## src/rtl/tmr_pkg.sv

```systemverilog
package tmr_pkg;
  localparam int DATA_W = 32;
  localparam int ADDR_W = 3;

  typedef enum logic [ADDR_W-1:0] {
    A_CTRL = 3'd0,
    A_STAT = 3'd1,
    A_EVT  = 3'd2,
    A_CNT  = 3'd3,
    A_RLD  = 3'd4
  } addr_e;

  // writable bits of the control word
  localparam logic [DATA_W-1:0] CTRL_MASK = 32'h0000_0B8F;

  typedef struct packed {
    logic       remap;
    logic [1:0] ckd;
    logic       arpe;
    logic       opm;
    logic       urs;
    logic       udis;
    logic       cen;
  } ctrl_t;
endpackage

```

## src/rtl/tmr_ctrl_reg.sv

```systemverilog
module tmr_ctrl_reg
  import tmr_pkg::*;
(
  input  logic              clk_i,
  input  logic              rst_i,
  input  logic              we_i,
  input  logic [ADDR_W-1:0] addr_i,
  input  logic [DATA_W-1:0] wdata_i,
  input  logic              hw_stop_i,
  output ctrl_t             ctrl_o
);
  logic wr_ctrl;
  assign wr_ctrl = we_i && (addr_i == A_CTRL);

  always_ff @(posedge clk_i) begin
    if (rst_i) begin
      ctrl_o <= '0;
    end else if (wr_ctrl) begin
      ctrl_o.cen   <= wdata_i[0];
      ctrl_o.udis  <= wdata_i[1];
      ctrl_o.urs   <= wdata_i[2];
      ctrl_o.opm   <= wdata_i[3];
      ctrl_o.arpe  <= wdata_i[7];
      ctrl_o.ckd   <= wdata_i[9:8];
      ctrl_o.remap <= wdata_i[11];
    end else if (hw_stop_i) begin
      ctrl_o.cen <= 1'b0;
    end
  end
endmodule

```

## src/rtl/tmr_core.sv

```systemverilog
module tmr_core
  import tmr_pkg::*;
#(
  parameter int CNT_W = 16
) (
  input  logic              clk_i,
  input  logic              rst_i,
  input  logic              we_i,
  input  logic [ADDR_W-1:0] addr_i,
  input  logic [DATA_W-1:0] wdata_i,
  input  ctrl_t             ctrl_i,
  output logic [CNT_W-1:0]  cnt_o,
  output logic [CNT_W-1:0]  rld_buf_o,
  output logic [CNT_W-1:0]  rld_act_o,
  output logic              flag_o,
  output logic              uev_o
);
  localparam logic [CNT_W-1:0] RLD_RST = {CNT_W{1'b1}};

  logic wr_cnt, wr_rld, wr_stat, force_req, wrap, flag_set;

  assign wr_cnt    = we_i && (addr_i == A_CNT);
  assign wr_rld    = we_i && (addr_i == A_RLD);
  assign wr_stat   = we_i && (addr_i == A_STAT);
  assign force_req = we_i && (addr_i == A_EVT) && wdata_i[0];
  assign wrap      = ctrl_i.cen && (cnt_o == rld_act_o);
  assign uev_o     = (wrap || force_req) && !ctrl_i.udis;
  assign flag_set  = uev_o && (wrap || !ctrl_i.urs);

  always_ff @(posedge clk_i) begin
    if (rst_i)                         cnt_o <= '0;
    else if (wr_cnt)                   cnt_o <= wdata_i[CNT_W-1:0];
    else if (force_req && !ctrl_i.udis) cnt_o <= '0;
    else if (wrap)                     cnt_o <= '0;
    else if (ctrl_i.cen)               cnt_o <= cnt_o + 1'b1;
  end

  always_ff @(posedge clk_i) begin
    if (rst_i) begin
      rld_buf_o <= RLD_RST;
      rld_act_o <= RLD_RST;
    end else begin
      if (wr_rld) rld_buf_o <= wdata_i[CNT_W-1:0];
      if (wr_rld && !ctrl_i.arpe) rld_act_o <= wdata_i[CNT_W-1:0];
      else if (uev_o)             rld_act_o <= rld_buf_o;
    end
  end

  always_ff @(posedge clk_i) begin
    if (rst_i)                       flag_o <= 1'b0;
    else if (flag_set)               flag_o <= 1'b1;
    else if (wr_stat && !wdata_i[0]) flag_o <= 1'b0;
  end
endmodule

```

## src/rtl/tmr_sampdiv.sv

```systemverilog
module tmr_sampdiv #(
  parameter int DIV_W = 2
) (
  input  logic       clk_i,
  input  logic       rst_i,
  input  logic [1:0] ckd_i,
  output logic       tick_o
);
  logic [DIV_W-1:0] div_q;
  logic [DIV_W-1:0] mask;

  always_comb begin
    case (ckd_i)
      2'b00:   mask = '0;
      2'b01:   mask = DIV_W'(1);
      default: mask = DIV_W'(3);
    endcase
  end

  always_ff @(posedge clk_i) begin
    if (rst_i) begin
      div_q  <= '0;
      tick_o <= 1'b0;
    end else begin
      div_q  <= div_q + 1'b1;
      tick_o <= ((div_q & mask) == mask);
    end
  end
endmodule

```

## src/rtl/tmr_ctl_top.sv

```systemverilog
module tmr_ctl_top
  import tmr_pkg::*;
#(
  parameter int CNT_W = 16
) (
  input  logic              clk_i,
  input  logic              rst_i,
  input  logic              we_i,
  input  logic [ADDR_W-1:0] addr_i,
  input  logic [DATA_W-1:0] wdata_i,
  output logic [DATA_W-1:0] rdata_o,
  output logic              upd_flag_o,
  output logic              tick_o
);
  ctrl_t            ctrl_q;
  logic [CNT_W-1:0] cnt, rld_buf, rld_act;
  logic             uev;
  logic [DATA_W-1:0] rd_nxt;

  tmr_ctrl_reg u_ctrl (
    .clk_i(clk_i), .rst_i(rst_i), .we_i(we_i), .addr_i(addr_i),
    .wdata_i(wdata_i), .hw_stop_i(uev && ctrl_q.opm), .ctrl_o(ctrl_q)
  );

  tmr_core #(.CNT_W(CNT_W)) u_core (
    .clk_i(clk_i), .rst_i(rst_i), .we_i(we_i), .addr_i(addr_i),
    .wdata_i(wdata_i), .ctrl_i(ctrl_q), .cnt_o(cnt), .rld_buf_o(rld_buf),
    .rld_act_o(rld_act), .flag_o(upd_flag_o), .uev_o(uev)
  );

  tmr_sampdiv #(.DIV_W(2)) u_div (
    .clk_i(clk_i), .rst_i(rst_i), .ckd_i(ctrl_q.ckd), .tick_o(tick_o)
  );

  always_comb begin
    rd_nxt = '0;
    case (addr_i)
      A_CTRL: begin
        rd_nxt[0]   = ctrl_q.cen;
        rd_nxt[1]   = ctrl_q.udis;
        rd_nxt[2]   = ctrl_q.urs;
        rd_nxt[3]   = ctrl_q.opm;
        rd_nxt[7]   = ctrl_q.arpe;
        rd_nxt[9:8] = ctrl_q.ckd;
        rd_nxt[11]  = ctrl_q.remap;
      end
      A_STAT: rd_nxt[0] = upd_flag_o;
      A_CNT: begin
        rd_nxt[CNT_W-1:0] = cnt;
        rd_nxt[DATA_W-1]  = ctrl_q.remap && upd_flag_o;
      end
      A_RLD:   rd_nxt[CNT_W-1:0] = rld_buf;
      default: rd_nxt = '0;
    endcase
  end

  always_ff @(posedge clk_i) begin
    if (rst_i) rdata_o <= '0;
    else       rdata_o <= rd_nxt;
  end
endmodule

```

## config.mk

```make
export PLATFORM = sky130hd
export DESIGN_NAME = tmr_ctl_top
export DESIGN_NICKNAME = d
export VERILOG_FILES = /design/src/rtl/tmr_pkg.sv /design/src/rtl/tmr_ctrl_reg.sv /design/src/rtl/tmr_core.sv /design/src/rtl/tmr_sampdiv.sv /design/src/rtl/tmr_ctl_top.sv
export SDC_FILE = /design/constraint.sdc
export NUM_CORES = 1
export LEC_CHECK = 0
export ABC_AREA = 1
export BUFFER_PORTS_ARGS = -buffer_cell sky130_fd_sc_hd__buf_2
export CORE_MARGIN = 2
export CORE_UTILIZATION = 45
export DETAILED_ROUTE_END_ITERATION = 12
export PLACE_DENSITY = 0.67
export SYNTH_ARGS = -nofsm -noshare
export SYNTH_HDL_FRONTEND = slang
export SYNTH_SLANG_ARGS = --single-unit
```

## constraint.sdc

```tcl
create_clock -name clk_i -period 4.55 [get_ports clk_i]
set_clock_uncertainty 0.2 [all_clocks]
set_input_delay 0.455 -clock clk_i [delete_from_list [all_inputs] [get_ports clk_i]]
set_output_delay 0.455 -clock clk_i [all_outputs]
set_load 0.1 [all_outputs]
```

==> results of run 1 <==
[registers in the layout, indices dropped and copies added (netlist names)]
name              flops
u_core.flag_o         1
u_div.tick_o          1
u_core.rld_buf_o     16
u_div.div_q           2
rdata_o              17
u_core.cnt_o         16
u_core.rld_act_o     16
u_ctrl.ctrl_o         8
[placed cells by master, fill, tap and decap left out, types with 6 or more instances in the layout]
cell type / instances
o21ai_0: 60
inv_1: 72
xor2_1: 6
inv_2: 11
conb_1: 15
nand3_1: 25
nor2_1: 21
nand2_1: 141
clkbuf_8: 10
buf_2: 40
nand4_1: 26
a21oi_1: 34
nor2_2: 6
dfxtp_1: 77
o211ai_1: 19
[logic make-up (layout without fill, tap and decap cells)]
logic type | count (synthesis) | after routing | share of synthesized area
compound gates | 124 | 124 | 0.1746
xor+xnor | 11 | 11 | 0.02430
fa+ha+maj | 1 | 1 | 0.003156
buf+inv | 127 | 142 | 0.1408
flops | 77 | 77 | 0.3889
other cells | 1 | 15 | 0.0009461
simple gates | 232 | 232 | 0.2674
[cell type report]
type,instances,share of cell area
flip-flops and latches,77,0.3567
multi-input cells,383,0.4435
clock inverters,5,0.01390
well taps,108,0.03127
clock buffers,11,0.03272
inverters,85,0.07383
repair buffers,41,0.04806
[cell usage after synthesis, drive strengths merged (2+ instances only)]
| cell | instances |
|---|---|
| nand2 | 142 |
| inv | 83 |
| dfxtp | 77 |
| o21ai | 61 |
| a21oi | 34 |
| nand3 | 29 |
| nor2 | 29 |
| nand4 | 27 |
| buf | 26 |
| o211ai | 19 |
| clkbuf | 16 |
| xor2 | 6 |
| xnor2 | 5 |
| a31oi | 3 |
| nor3 | 3 |
| o221ai | 3 |
| clkinv | 2 |
| o22ai | 2 |
[worst paths after layout]
check | from | endpoint | slack (ns) | depth (start not counted)
setup reg to reg | u_core.cnt_o[10] | u_core.rld_act_o[3] | 2.31 | 10
setup / recovery | rst_i | u_core.cnt_o[7] | 2.19 | 5
hold / removal | wdata_i[9] | u_core.rld_buf_o[9] | 0.17 | 3
hold reg to reg | u_div.div_q[0] | u_div.div_q[0] | 0.27 | 1
[worst min-delay path, cell delays in order]
cell and delay (ns):
buf_2 0.11, nand2_1 0.06, o211ai_1 0.06
[power groups by stage]
stage | combinational, mW | clock (mW) | sequential, mW
3_3_place_gp | 0.259 | 0 | 0.751
6_report | 0.263 | 0.531 | 0.737
3_5_place_dp | 0.261 | 0 | 0.752
4_1_cts | 0.262 | 0.541 | 0.737
5_1_grt | 0.288 | 0.565 | 0.742
2_1_floorplan | 0.186 | 0 | 0.787
[routing by layer]
| layer | routed length [µm] | global-route usage | share of wire | up-vias |
|---|---|---|---|---|
| met5 | 0 | 0 | 0 | - |
| met4 | 202 | 0.08547 | 0.021 | 0 |
| met3 | 580 | 0.02720 | 0.060 | 14 |
| met2 | 4284 | 0.3182 | 0.44 | 144 |
| met1 | 4669 | 0.2932 | 0.48 | 1659 |
| li1 | - | - | - | 1897 |
==> impl_metrics.py, run 1 <==
metrics = {
    "sta": {
        "slew_violations": 0,
        "setup_slack_ns": 2.190,
        "rsz0062_at_grt": "false",
        "slew-limit-headroom": 0.3396,
        "setup_viol": 0,
        "fin_setup_tns_ns": 0,
        "worst_pin_slew_ns": 0.9895,
        "final.period_utilization": 0.5186,
        "max_clock_freq_ghz": 0.4238,
        "finalCriticalPeriod_ns": 2.360,
        "finalHoldViolations": 0,
        "hold_ws_ns": 0.1666,
    },
    "finish": {
        "diodes": 0,
        "multi_input_area_um2": 1917,
        "n_fill_cell": 889,
        "post-route-util": 0.5004,
        "instances_no_fill": 710,
        "nets": 636,
        "ff_latch_area_um2": 1541,
        "drive_gt1_frac": 0.1346,
        "finalInstanceArea_um2": 4322,
        "areaGrowthSynthToFinish_pct": 9.028,
    },
    "pwr": {
        "p_clk_frac": 0.347,
        "seqPwrFrac": 0.481,
        "power_mw": 1.531,
        "sw_frac_of_total": 0.3226,
        "internal_power_mw": 1.037,
        "p_leak_nw": 2.216,
        "irDropWorstVdd_mv": 0.1394,
        "power_frac_comb": 0.172,
        "power_density_nw_per_um2": 354.4,
        "switchingPower_uw": 494.0,
    },
    "route": {
        "vias": 3714,
        "final_antenna_net_count": 0,
        "drc": 0,
        "dr.first_iter.drc_count": 328,
        "via_per_inst": 5.231,
        "totalWireLength_um": 9735,
        "wl_per_cell_um": 13.71,
        "firstDrtPassIters": 5,
    },
    "clock_network": {
        "cts_max_level": 3,
        "cts_made_buffers": 9,
        "cts-root-buf": "clkbuf_8",
        "cts_tree": "done",
        "hold_buffers": 0,
        "cts.sinks": 77,
        "post_cts_resized": 0,
        "clkTransAtPathRegs_ns": 0.08,
        "clk_latency_ns": 0.36,
        "post_cts_buffers": 0,
        "cts_buffer_depth": 2,
    },
    "setup_path": {
        "crit_chain": "buf_2, clkinv_1, buf_4, o21ai_0, a21oi_1",
        "arrival_ns": 2.39,
        "end_kind": "flip-flop",
        "worst_path_max_delay_cell": "clkinv_1",
        "start_kind": "input port",
        "critPathBufInv": 3,
        "path_class": "input port to flip-flop",
        "critPathTopFamily": "buffers and inverters",
        "required_ns": 4.58,
        "slowest_delay_ns": 0.85,
        "path_max_fanout": 32,
    },
    "global_route": {
        "grt_max_degree": 50,
        "grt_pass1_vias": 3229,
        "grt_overflow": 0,
        "grtUsageTotal": 0.2070,
        "antenna_found_initial": 0,
        "grt_pass1_wl_um": 16090,
    },
    "yosys": {
        "synth.distinct_cells": 35,
        "synth_flop_cell": "dfxtp_1",
        "synth_area_leader_cell": "dfxtp_1",
        "synth_area_um2": 3964,
        "avgSynthCellArea_um2": 6.918,
        "ys_ff_latch": 77,
        "synth_edf_count": 0,
        "synthCells": 573,
        "synth_warnings": 0,
        "synth_top_area_frac": 0.3889,
        "ys_seq_area_frac": 0.3889,
        "yosys-top-cells-area": "dfxtp_1 (39%), nand2_1 (13%), o21ai_0 (7.6%)",
        "async_flop_share": 0,
    },
    "outcome": {
        "status": "completed",
    },
    "die": {
        "coreArea_um2": 8636,
        "rows": 34,
        "die_w_um": 97.86,
        "dieArea_um2": 9576,
        "initial_core_util": 0.4590,
        "ios": 72,
        "die_h_um": 97.86,
    },
    "placement": {
        "gp_congestion": 0.9729,
        "dpl.cell_count": 694,
        "dpl.hpwl_um": 6351,
        "pre_cts_slack_ns": 1.834,
        "place_area_um2": 4120,
        "portBuffers": 40,
    },
    "flow_run": {
        "cap_violations": 0,
    },
    "min_path": {
        "hold_path.class": "input port to flip-flop",
    },
}
Note: power is estimated with default switching activity, not from simulation.
==> run 2, diff against run 1 <==
PLACE_DENSITY = 0.69   (was 0.67)
clock period = 2.1 ns   (was 4.55 ns; I/O delays follow)
==> impl_metrics.py, run 2 (same netlist as run 1, synthesis figures left out) <==
metrics = {
    "die": {
        "initial_core_util": 0.4590,
        "rows": 34,
        "coreArea_um2": 8636,
        "dieArea_um2": 9576,
        "die_w_um": 97.86,
        "die_h_um": 97.86,
        "ios": 72,
    },
    "finish": {
        "layout_common_cells": "nand2_1 (141), dfxtp_1 (77), inv_1 (72), o21ai_0 (60), buf_2 (40)",
        "diodes": 0,
        "top_register": "rdata_o",
        "largest_reg_flops": 17,
        "nets": 669,
        "drive_gt1_frac": 0.1543,
        "n_fill_cell": 871,
        "final_common_cell": "nand2_1",
        "post-route-util": 0.5359,
        "areaGrowthSynthToFinish_pct": 16.76,
    },
    "setup_path": {
        "worst-r2r-setup-slack_ns": 0.23,
        "required_ns": 2.13,
        "start_kind": "flip-flop",
        "path_class": "flip-flop to flip-flop",
        "arrival_ns": 1.90,
        "path_max_fanout": 8,
        "end_kind": "flip-flop",
    },
    "global_route": {
        "antenna_found_initial": 0,
        "grtUsageTotal": 0.2140,
        "grt_pass1_vias": 3470,
        "grt_pass1_wl_um": 16690,
        "grt_overflow": 0,
        "grt_max_degree": 39,
    },
    "route": {
        "via_per_inst": 5.207,
        "totalWireLength_um": 10100,
        "vias": 3869,
        "drc": 0,
        "firstDrtPassIters": 5,
        "final_antenna_net_count": 0,
        "dr.first_iter.drc_count": 304,
        "wl_per_cell_um": 13.59,
    },
    "sta": {
        "fin_setup_tns_ns": 0,
        "rsz0062_at_grt": "false",
        "slew-limit-headroom": 0.6594,
        "worst_pin_slew_ns": 0.5104,
        "setup_viol": 0,
        "slew_violations": 0,
        "max_clock_freq_ghz": 0.5349,
        "finalCriticalPeriod_ns": 1.869,
        "finalHoldViolations": 0,
        "final.period_utilization": 0.8902,
    },
    "placement": {
        "portBuffers": 40,
        "dpl.hpwl_um": 6716,
        "gp_congestion": 0.9550,
    },
    "clock_network": {
        "cts_max_level": 3,
        "cts.sinks": 77,
        "cts_tree": "done",
        "clkTransAtPathRegs_ns": 0.08,
        "post_cts_buffers": 0,
        "cts-root-buf": "clkbuf_8",
        "cts_made_buffers": 9,
        "cts_buffer_depth": 2,
        "clk_latency_ns": 0.36,
    },
    "pwr": {
        "irDropWorstVdd_mv": 0.3941,
        "power_density_nw_per_um2": 746.6,
        "p_leak_nw": 2.373,
    },
    "outcome": {
        "status": "completed",
    },
    "flow_run": {
        "cap_violations": 0,
    },
    "min_path": {
        "hold_path.class": "input port to flip-flop",
    },
}
==> run 2: final cells by class <==
type                       count  area [µm²]  area share
inverter                      85       319.1     0.06894
tap                          108       135.1     0.02920
clock inverter                 6       87.58     0.01892
clock buffer                  10       127.6     0.02757
timing repair buffer          74       498.0      0.1076
sequential                    77        1541      0.3331
multi-input combinational    383        1919      0.4147
==> run 2: where the power goes <==
| part | leakage, nW | internal (mW) | total [mW] | switching, mW |
|---|---|---|---|---|
| Clock | 0.110 | 0.670 | 1.24 | 0.573 |
| Sequential | 0.629 | 1.53 | 1.59 | 0.0605 |
| Combinational | 1.63 | 0.168 | 0.621 | 0.453 |
| Total | 2.37 | 2.37 | 3.46 | 1.09 |
==> run 2: metal layers <==
metal	vias to the layer above	GRT usage	routed length, µm
met4	0	0.07799	233
met3	21	0.04724	696
li1	1958	-	-
met2	168	0.3293	4442
met5	-	0	0
met1	1722	0.2952	4724
==> run 2: timing repair <==
item	4_1_cts	5_1_grt
endpoints found under the setup margin	0	1
hold buffers	17	0
endpoints found under the hold margin	24	0
gates resized for setup	0	1
==> run 2: final timing paths <==
path	cells after the start	endpoint	startpoint
hold / removal	3	u_div.div_q[0]	rst_i
setup / recovery	10	u_core.rld_act_o[12]	u_core.cnt_o[12]
setup reg to reg	10	u_core.rld_act_o[12]	u_core.cnt_o[12]
hold reg to reg	1	u_div.div_q[0]	u_div.div_q[0]
==> run 2: metrics by stage <==
| step | hold WS [ns] | setup WS [ns] | cells | cell area, µm² | power, mW |
|---|---|---|---|---|---|
| floorplan | 0.1404 | 0.4250 | 587 | 4016 | 2.108 |
| global placement | 0.2413 | 0.2228 | 710 | 4240 | 2.207 |
| detailed placement | 0.2478 | 0.2235 | 710 | 4240 | 2.215 |
| CTS | 0.08035 | 0.2040 | 743 | 4626 | 3.473 |
| global route | 0.09804 | 0.02851 | 743 | 4628 | 3.604 |
| finish | 0.09360 | 0.2305 | 743 | 4628 | 3.455 |
==> run 2: worst max-delay path: stages, from the launching register on <==
cell and delay (ns):
dfxtp_1 0.46, inv_2 0.06, nand2_1 0.06, nand2_1 0.05, nor2_1 0.13, nand2_1 0.10, nor2_4 0.13, nand4_4 0.18
buf_4 0.23, nand4_1 0.07, nand3_1 0.08
==> run 3, diff against run 2 <==
clock period = 1.6 ns   (was 2.1 ns; I/O delays follow)
==> impl_metrics.py, run 3 (same netlist as run 1, synthesis figures left out) <==
metrics = {
    "pwr": {
        "p_leak_nw": 2.697,
        "irDropWorstVdd_mv": 0.5465,
        "p_clk_frac": 0.356,
        "internal_power_mw": 3.225,
        "sw_frac_of_total": 0.3212,
        "power_density_nw_per_um2": 893.6,
        "switchingPower_mw": 1.526,
        "power_frac_comb": 0.205,
        "seqPwrFrac": 0.440,
    },
    "placement": {
        "portBuffers": 40,
        "dpl.cell_count": 756,
        "gp_congestion": 0.8725,
        "dpl.hpwl_um": 7742,
        "pre_cts_slack_ns": -0.1126,
    },
    "route": {
        "totalWireLength_um": 11500,
        "drc": 0,
        "dr.first_iter.drc_count": 240,
        "via_per_inst": 5.199,
        "wl_per_cell_um": 14.41,
        "vias": 4149,
        "final_antenna_net_count": 0,
        "firstDrtPassIters": 5,
    },
    "global_route": {
        "grtUsageTotal": 0.2394,
        "grt_max_degree": 63,
        "grt_pass1_wl_um": 18520,
        "grt_overflow": 0,
        "antenna_found_initial": 0,
        "grt_pass1_vias": 3870,
    },
    "finish": {
        "top_register": "rdata_o",
        "instances_no_fill": 798,
        "final_common_cell": "nand2_1",
        "layout_common_cells": "nand2_1 (126), inv_1 (66), buf_4 (59), o21ai_0 (57), dfxtp_1 (54)",
        "n_fill_cell": 786,
        "areaGrowthSynthToFinish_pct": 34.15,
        "ff_latch_area_um2": 1580,
        "diodes": 0,
        "drive_gt1_frac": 0.3000,
        "multi_input_area_um2": 2069,
        "nets": 724,
        "largest_reg_flops": 17,
    },
    "setup_path": {
        "regToRegEndpoint": "u_core.cnt_o[9]",
        "required_ns": 1.66,
        "slowest_delay_ns": 0.35,
        "path_class": "flip-flop to flip-flop",
        "start_kind": "flip-flop",
        "arrival_ns": 1.78,
        "worst-r2r-setup-slack_ns": -0.12,
        "r2r.worst_path.cells": 9,
        "worst_path_most_repeated_cell": "a21oi_1",
        "end_kind": "flip-flop",
        "reg2reg_from": "u_ctrl.ctrl_o[0]",
        "worst_path_max_delay_cell": "dfxtp_1",
        "path_max_fanout": 6,
        "crit_chain": "inv_2, a21oi_1, nand3b_1, nor2_4, buf_4, nand3_4, buf_6, nand4_1, a21oi_1",
    },
    "min_path": {
        "hold_path.class": "input port to flip-flop",
        "hp-start": "rst_i",
        "hold-path-endpoint": "u_div.tick_o",
        "hold_depth": 3,
    },
    "clock_network": {
        "cts_buffer_depth": 2,
        "cts.sinks": 77,
        "cts_max_level": 3,
        "cts_made_buffers": 9,
        "cts_tree": "done",
        "clkTransAtPathRegs_ns": 0.09,
        "cts-root-buf": "clkbuf_8",
        "clk_latency_ns": 0.37,
    },
    "die": {
        "coreArea_um2": 8636,
        "die_h_um": 97.86,
        "die_w_um": 97.86,
        "rows": 34,
        "initial_core_util": 0.4590,
        "ios": 72,
        "dieArea_um2": 9576,
    },
    "sta": {
        "final.period_utilization": 1.074,
        "finalCriticalPeriod_ns": 1.718,
        "fin_setup_tns_ns": -2.692,
        "max_clock_freq_ghz": 0.5821,
        "rsz0062_at_grt": "true",
        "setup_slack_ns": -0.1180,
        "hold_ws_ns": 0.01999,
        "slew_violations": 0,
        "finalHoldViolations": 0,
        "setup_viol": 34,
    },
    "flow_run": {
        "cap_violations": 0,
    },
    "outcome": {
        "failed_checks": "negative setup slack",
        "status": "finished with violations",
    },
}
## run 3: cell type report
class,count,share of cell area
clock buffers,10,0.02400
clock inverters,6,0.01788
inverters,85,0.06188
multi-input cells,384,0.3892
flip-flops and latches,77,0.2972
well taps,108,0.02541
repair buffers,127,0.1828
repair inverters,1,0.001647
## run 3: worst max path at each step
stage / startpoint / to / slack, ns
2_1_floorplan: u_core.cnt_o[5] / u_core.rld_act_o[10] / -0.005
3_3_place_gp: u_core.cnt_o[2] / u_core.cnt_o[9] / -0.07
3_5_place_dp: u_core.cnt_o[0] / u_core.cnt_o[12] / -0.11
4_1_cts: u_core.cnt_o[10] / u_ctrl.ctrl_o[0] / -0.09
5_1_grt: u_ctrl.ctrl_o[0] / u_core.rld_act_o[6] / -0.20
6_report: u_ctrl.ctrl_o[0] / u_core.cnt_o[9] / -0.12
## run 3: critical path: cells and delay by family (launching register included)
kind / cells / cell delay, ns
and+or+nand+nor: 4 / 0.51
DFF: 1 / 0.35
buffers and inverters: 3 / 0.37
AOI/OAI and AO/OA: 2 / 0.19
## run 3: power by group through the flow
stage	Sequential (mW)	Clock, mW	Combinational (mW)
3_5_place_dp	2.12	0	0.885
3_3_place_gp	2.12	0	0.874
2_1_floorplan	2.24	0	0.533
6_report	2.09	1.69	0.973
4_1_cts	2.08	1.72	0.930
5_1_grt	2.10	1.82	1.05
## run 3: what timing repair did
item / 4_1_cts / 5_1_grt
endpoints found under the setup margin: 34 / 34
hold buffers: 17 / 0
hold endpoints to repair: 31 / 0
setup buffers: 3 / 4
gates cloned: 0 / 2
resized for setup: 30 / 47
pin swaps: 12 / 25
## run 3: per-layer routing
layer | share of wire | track usage | up-vias
met4 | 0.019 | 0.08333 | 0
met1 | 0.45 | 0.3179 | 1922
met2 | 0.48 | 0.3952 | 139
li1 | - | - | 2068
met5 | 0 | 0 | -
met3 | 0.059 | 0.03937 | 20
## run 3: stage by stage
step / area (µm²) / power (mW) / utilization
5_1_grt: 5318 / 4.970 / 0.6158
4_1_cts: 5139 / 4.731 / 0.5950
2_1_floorplan: 4043 / 2.775 / -
3_3_place_gp: 4643 / 2.994 / 0.5377
3_5_place_dp: 4643 / 3.009 / 0.5377
6_report: 5318 / 4.752 / 0.6158
